`config.mk`:
```
export PLATFORM = sky130hd
export DESIGN_NAME = crc32c_exec_unit
export DESIGN_NICKNAME = d
export VERILOG_FILES = /design/src/rtl/crc32c_pkg.sv /design/src/rtl/crc32c_decode.sv /design/src/rtl/crc32c_fold.sv /design/src/rtl/crc32c_exec_unit.sv
export SDC_FILE = /design/constraint.sdc
export NUM_CORES = 1
export LEC_CHECK = 0
export CAP_MARGIN = 5
export CORE_MARGIN = 3
export CORE_UTILIZATION = 26
export CTS_CLUSTER_DIAMETER = 100
export CTS_CLUSTER_SIZE = 24
export DETAILED_ROUTE_END_ITERATION = 7
export HOLD_SLACK_MARGIN = 0.06
export PLACE_DENSITY = 0.46
export SYNTH_ARGS = -nofsm -noshare
export SYNTH_HDL_FRONTEND = slang
export SYNTH_SLANG_ARGS = --single-unit
export TNS_END_PERCENT = 5
```
`constraint.sdc`:
```
create_clock -name clk -period 13.04 [get_ports clk]
set_input_delay 3.26 -clock clk [delete_from_list [all_inputs] [get_ports clk]]
set_output_delay 3.26 -clock clk [all_outputs]
set_load 0.02 [all_outputs]
```
`src/rtl/crc32c_pkg.sv`:
```
package crc32c_pkg;

    localparam int          WORD_W   = 32;
    localparam int          DATA_W   = 64;
    localparam int          REG_IDX_W = 5;
    localparam int          NUM_SIZES = 4;
    localparam logic [31:0] POLY_NORMAL = 32'h1EDC6F41;

    function automatic logic [31:0] reverse32(input logic [31:0] v);
        logic [31:0] r;
        for (int i = 0; i < 32; i++) r[i] = v[31-i];
        return r;
    endfunction

    localparam logic [31:0] POLY_REFL = reverse32(POLY_NORMAL);

    // fixed opcode fields
    localparam logic [7:0] OPC_MID = 8'b1101_0110;
    localparam logic [2:0] OPC_LOW = 3'b010;

    typedef enum logic [1:0] {
        SZ_BYTE = 2'b00,
        SZ_HALF = 2'b01,
        SZ_WORD = 2'b10,
        SZ_DBL  = 2'b11
    } crc_size_e;

    typedef struct packed {
        logic                 legal;
        crc_size_e            size;
        logic [REG_IDX_W-1:0] dst;
    } crc_dec_t;

endpackage

```
`src/rtl/crc32c_decode.sv`:
```
module crc32c_decode
    import crc32c_pkg::*;
(
    input  logic [31:0] word,
    input  logic        enable,
    output crc_dec_t    dec
);
    logic wide_flag;
    logic opcode_ok;
    logic width_ok;

    always_comb begin
        wide_flag = word[31];
        opcode_ok = (word[30:29] == 2'b00) && (word[28:21] == OPC_MID) &&
                    (word[15:13] == OPC_LOW) && word[12];
        width_ok  = wide_flag ? (word[11:10] == 2'b11) : (word[11:10] != 2'b11);
        dec.legal = enable && opcode_ok && width_ok;
        dec.size  = crc_size_e'(word[11:10]);
        dec.dst   = word[REG_IDX_W-1:0];
    end
endmodule

```
`src/rtl/crc32c_fold.sv`:
```
module crc32c_fold
    import crc32c_pkg::*;
#(
    parameter int W = 8
) (
    input  logic [WORD_W-1:0] acc,
    input  logic [W-1:0]      data,
    output logic [WORD_W-1:0] crc
);
    logic [WORD_W-1:0] c;
    logic              fb;

    always_comb begin
        c  = acc;
        fb = 1'b0;
        for (int i = 0; i < W; i++) begin
            fb = c[0] ^ data[i];
            c  = {1'b0, c[WORD_W-1:1]};
            if (fb) c = c ^ POLY_REFL;
        end
        crc = c;
    end
endmodule

```
`src/rtl/crc32c_exec_unit.sv`:
```
module crc32c_exec_unit
    import crc32c_pkg::*;
(
    input  logic        clk,
    input  logic        rst,
    input  logic        op_valid,
    input  logic [31:0] op_word,
    input  logic [31:0] src_acc,
    input  logic [63:0] src_data,
    input  logic        crc_enable,
    output logic        res_valid,
    output logic [31:0] res_crc,
    output logic        res_undef,
    output logic [4:0]  res_dst
);
    crc_dec_t          dec;
    logic [WORD_W-1:0] per_width [NUM_SIZES];
    logic [WORD_W-1:0] picked;

    crc32c_decode u_dec (
        .word   (op_word),
        .enable (crc_enable),
        .dec    (dec)
    );

    for (genvar g = 0; g < NUM_SIZES; g++) begin : g_width
        localparam int FW = 8 << g;
        crc32c_fold #(.W(FW)) u_fold (
            .acc  (src_acc),
            .data (src_data[FW-1:0]),
            .crc  (per_width[g])
        );
    end

    always_comb picked = per_width[dec.size];

    always_ff @(posedge clk) begin
        if (rst) begin
            res_valid <= 1'b0;
            res_crc   <= '0;
            res_undef <= 1'b0;
            res_dst   <= '0;
        end else begin
            res_valid <= op_valid;
            if (op_valid) begin
                res_crc   <= dec.legal ? picked : '0;
                res_undef <= ~dec.legal;
                res_dst   <= dec.dst;
            end
        end
    end
endmodule

```
==> flow_summary.toml, run 1 <==
[global_route]
grt_antenna_before_repair = 1
grt_pass1_wl_um = 65400
grt_pass1_vias = 9175
grtUsageTotal = 0.178
grt_start_max_net_pins = 66
gr-total-overflow = 0

[timing]
tns_ns = 0
worst_slack_ns = 0.265
finalHoldViolations = 0
slew_viol_final = 0
layout_min_cycle_time_ns = 12.78
skew_ns = 0
setup_violations = 0
worst_pin_slew_ns = 1.14
period_share = 0.980
fmax_mhz = 78.3
rsz0062_at_grt = "false"
relSlewSlack = 0.241

[clocking]
insertion_delay_ns = 0.28
ctsHoldBuffers = 0
cts_root_buf = "clkbuf_16"
cts_tree = "built"
ctsResizeCount = 0
clock_sinks = 39
htreeDepth = 2
post_cts_buffers = 0
path_clk_slew_ns = 0.06
clockBufferDepth = 2
cts_buffers = 5

[synth]
syn-cell-area_um2 = 12600
synthCells = 1056
syn_nets = 1188
synth_edf_count = 0
synth_warnings = 0
synth.distinct_cells = 50
synth_flop_cell = "dfxtp_1"
yosysSeqAreaShare = 0.0621
ys_async_sr_fraction = 0
syn_avg_cell_area_um2 = 11.9
synth-seq-cells = 39

[critical_path]
required_ns = 13.24
rr_startpoint = "res_crc[19]"
crit_path_frequent_cell = "xnor3_1"
slowest_stage = "xnor3_1"
crit_start = "src_data[6]"
path_class = "input pin to flop"
path_buf_inv = 3
cp-end-kind = "flop"
crit_family = "XOR/XNOR gates"
crit_path_max_incr_delay_ns = 0.85
critical_path.max_fanout = 8
arrival_ns = 12.98
crit_chain = "clkdlybuf4s50_1, xnor2_4, xnor3_2, xnor3_1, xnor3_1, xor2_1, xor3_2, xnor3_1, xnor3_1, xnor2_1, xnor3_1, xnor3_1, xnor3_1, buf_4, xor3_1, xnor3_1, xnor3_1, xnor2_1, xnor2_1, xnor3_1, xnor2_1, buf_4, a21oi_1, a211oi_1"
worst_setup_path_start_kind = "input pin"

[floorplan]
initial_core_util = 0.267
rows = 79
num_io_pins = 171
chipHeight_um = 226
die_w_um = 226
core_area_um2 = 47100
fp.dieArea_um2 = 51000

[finish]
num-fill-cells = 4717
fin_nets = 1508
seq_area_um2 = 781
multiInputGateArea_um2 = 11700
antenna_cells = 0
drive_above_1_share = 0.190
area_delta_synth_final_pct = 30.3

[flow_run]
drv_cap = 0

[placed_design]
port-buffer-count = 160
post-place-ws_ns = 0.00800
place_congestion = 0.873
dp_hpwl_um = 39900

[outcome]
status = "completed"

[routing]
wl_per_cell_um = 23.2
post_drt_via_cell_ratio = 4.48
via_count = 8890
drc = 0
antenna_left = 0
drtIter0Drc = 589
drt-total-wl_um = 46100
drt_first_pass_iters = 5

[hold_path]
min-delay-path-class = "flop to flop"
worstHoldStart = "res_crc[20]"
==> state kept, by name, summed over array words and instances, names as in the netlist <==
register,count
res_crc,32
res_dst,5
res_undef,1
res_valid,1
==> per-stage QoR <==
step	hold slack [ns]	instance area, um^2	util	instances
after floorplan	0.536	12600	-	1056
after global placement	0.448	16200	0.343	1976
after detailed placement	0.455	16200	0.343	1976
after CTS	0.471	16400	0.347	1984
after global routing	0.488	16400	0.347	1984
final	0.468	16400	0.347	1984
==> synthesized netlist by cell type (15+ instances only) <==
cell | n | area, um^2
xor2_1 | 133 | 1160
a21oi_1 | 29 | 145
xnor2_1 | 369 | 3230
nor2_1 | 35 | 131
xnor2_2 | 29 | 472
mux2i_1 | 16 | 160
xnor3_1 | 174 | 3920
nand2_1 | 29 | 109
dfxtp_1 | 39 | 781
xnor3_2 | 15 | 357
xor3_1 | 36 | 856
o21ai_0 | 46 | 230
clkbuf_1 | 21 | 78.8
==> layout make-up <==
type                       count  share of cell area
inverter                       4            0.000917
tap                          607              0.0464
sequential                    39              0.0477
multi-input combinational    983               0.713
clock buffer                   6             0.00787
timing repair buffer         343               0.181
clock inverter                 2             0.00367
==> worst paths after layout <==
| path | cells past startpoint | slack [ns] | endpoint |
|---|---|---|---|
| min | 2 | 0.47 | res_crc[20] |
| max reg2reg | 4 | 12.00 | res_crc[19] |
| max | 24 | 0.26 | res_crc[4] |
| min reg2reg | 2 | 0.47 | res_crc[20] |
==> per-layer routing <==
layer / GRT usage / vias to the layer above / part of all wire
met5: 0 / - / 0
met2: 0.297 / 232 / 0.46
met4: 0.0318 / 0 / 0.019
met3: 0.0147 / 30 / 0.040
met1: 0.254 / 4393 / 0.48
li1: - / 4235 / -
==> placed cells by master, fill, tap and decap left out, types with 3 or more instances in the layout <==
cell type and n:
xnor2_1 368, buf_4 183, xnor3_1 174, clkdlybuf4s50_1 158
xor2_1 133, o21ai_0 46, dfxtp_1 39, xor3_1 36
nor2_1 35, xnor2_2 30, nand2_1 29, a21oi_1 29
mux2i_1 16, xnor3_2 15, xor2_2 7, a32o_1 7
o211ai_1 6, clkbuf_16 5, xnor2_4 4, xor3_2 4
a22oi_1 4, mux4_2 4, a22o_1 4, a21o_1 3
a222oi_1 3
==> worst reg2reg max path: cells and delay by family (launching register included) <==
kind,cells,cell delay (ns)
AOI/OAI and AO/OA,3,0.44
DFF,1,0.40
and+or+nand+nor,1,0.10
==> kinds of logic after synthesis <==
kind of cell | Yosys count | share of synthesized area
flops | 39 | 0.0621
mux | 21 | 0.0208
buf+inv | 34 | 0.0109
simple gates | 77 | 0.0262
compound gates | 112 | 0.0548
xor+xnor | 773 | 0.825
Power of run 1 is not shown: default switching activity piles up to over one toggle a cycle in this logic, so the estimate is an artifact.
==> run 2, diff against run 1 <==
--- a/config.mk
+++ b/config.mk
@@ -7,13 +7,13 @@
 export LEC_CHECK = 0
 export CAP_MARGIN = 5
 export CORE_MARGIN = 3
-export CORE_UTILIZATION = 26
+export CORE_UTILIZATION = 50
 export CTS_CLUSTER_DIAMETER = 100
 export CTS_CLUSTER_SIZE = 24
 export DETAILED_ROUTE_END_ITERATION = 7
+export GPL_ROUTABILITY_DRIVEN = 0
 export HOLD_SLACK_MARGIN = 0.06
-export PLACE_DENSITY = 0.46
+export PLACE_DENSITY = 0.76
 export SYNTH_ARGS = -nofsm -noshare
 export SYNTH_HDL_FRONTEND = slang
 export SYNTH_SLANG_ARGS = --single-unit
-export TNS_END_PERCENT = 5
==> run 2 against run 1 <==
Effect of this change: count of clock-buffer cells in the layout grew 1; register-to-register slack gained 0.10 ns; non-clock buffer count shrank 39.
==> flow_summary.toml, run 2 (same netlist as run 1, synthesis figures left out) <==
[outcome]
status = "completed"

[global_route]
grt_antenna_before_repair = 1
grtUsageTotal = 0.275
gr-total-overflow = 0
grt_start_max_net_pins = 66
grt_pass1_wl_um = 55100
grt_pass1_vias = 9170

[timing]
finalHoldViolations = 0
layout_min_cycle_time_ns = 12.66
relSlewSlack = 0.277
tns_ns = 0
skew_ns = 0
period_share = 0.971
hold_ws_ns = 0.455
fmax_mhz = 79.0
setup_violations = 0
rsz0062_at_grt = "false"
slew_viol_final = 0
worst_pin_slew_ns = 1.08

[floorplan]
num_io_pins = 171
chipHeight_um = 165
fp.dieArea_um2 = 27100
initial_core_util = 0.513
die_w_um = 165
core_area_um2 = 24500
rows = 57

[flow_run]
drv_cap = 0

[critical_path]
arrival_ns = 12.87
path_class = "input pin to flop"
worst_setup_path_start_kind = "input pin"
critical_path.max_fanout = 7
cp-end-kind = "flop"
required_ns = 13.25

[routing]
via_count = 8938
drt-total-wl_um = 37600
drc = 0
drt_first_pass_iters = 5
post_drt_via_cell_ratio = 5.37
wl_per_cell_um = 22.6
drtIter0Drc = 808
antenna_left = 0

[clocking]
cts_root_buf = "clkbuf_16"
cts_tree = "built"
path_clk_slew_ns = 0.05
htreeDepth = 2
clockBufferDepth = 2
ctsHoldBuffers = 0
clock_sinks = 39
ctsResizeCount = 0
cts_buffers = 5
post_cts_buffers = 0
insertion_delay_ns = 0.27

[finish]
fin_nets = 1469
drive_above_1_share = 0.166
layout_commonest_cell = "xnor2_1"
regMostFlops = "res_crc"
area_delta_synth_final_pct = 24.7
reg_top3 = "res_crc: 32 flops, res_dst: 5 flops"
fin_util = 0.639
largest_register_ffs = 32
layout_common_cells = "xnor2_1, xnor3_1, clkdlybuf4s50_1"

[placed_design]
dp_hpwl_um = 32200
port-buffer-count = 160

[hold_path]
min-delay-path-class = "flop to flop"
-- run 2: cell types whose count changed in the layout (fill, tap and decap cells not counted), sizes merged --
cell,before,now
clkbuf,6,7
clkinv,1,2
diode,0,1
buf,185,146
bufinv,2,0
-- run 2: final cells by class --
class,count,area (um^2)
timing repair buffer,304,2670
antenna,1,2.50
clock buffer,7,133
clock inverter,1,5.00
multi-input combinational,983,11700
sequential,39,781
tap,324,405
inverter,4,15.0
fill,1917,8850
-- run 2: worst paths after layout --
path                    start     endpoint  slack (ns)  cells past startpoint
setup / recovery  src_data[6]   res_crc[9]        0.38                     26
hold reg to reg   res_crc[12]  res_crc[12]        0.46                      1
setup reg to reg  res_crc[19]  res_crc[19]       12.10                      4
hold / removal    res_crc[12]  res_crc[12]        0.46                      1
-- run 2: metrics by stage --
step                area, um^2  worst slack, ns  cells
floorplan                12600             1.28   1056
global placement         15500            0.332   1654
detailed placement       15500            0.200   1654
CTS                      15700            0.452   1662
global route             15700           0.0295   1662
finish                   15700            0.378   1663
-- run 2: metal layers --
metal  wire length, um  vias to the layer above  track usage
met5                10                        -            0
met2             16800                      426        0.443
met4              1470                        2       0.0926
li1                  -                     4151            -
met1             16200                     4282        0.387
met3              3090                       77       0.0324
-- run 2: worst max-delay path: stages --
cell and delay (ns):
clkdlybuf4s50_1 0.55, xnor2_4 0.42, xnor3_2 0.49, xnor3_1 0.75
buf_4 0.26, xnor3_1 0.36, xnor3_2 0.39, xor2_1 0.35
buf_4 0.20, xnor3_1 0.30, xnor3_1 0.45, xnor2_1 0.41
xnor3_1 0.57, xnor3_1 0.42, xnor3_1 0.48, xnor3_1 0.46
xnor3_1 0.44, buf_4 0.17, xor3_1 0.28, xnor3_1 0.52
xnor2_1 0.33, buf_4 0.19, xor3_1 0.31, a21oi_1 0.28
a221oi_1 0.08, nor2_1 0.13
Power of run 2 is left out for the same reason.
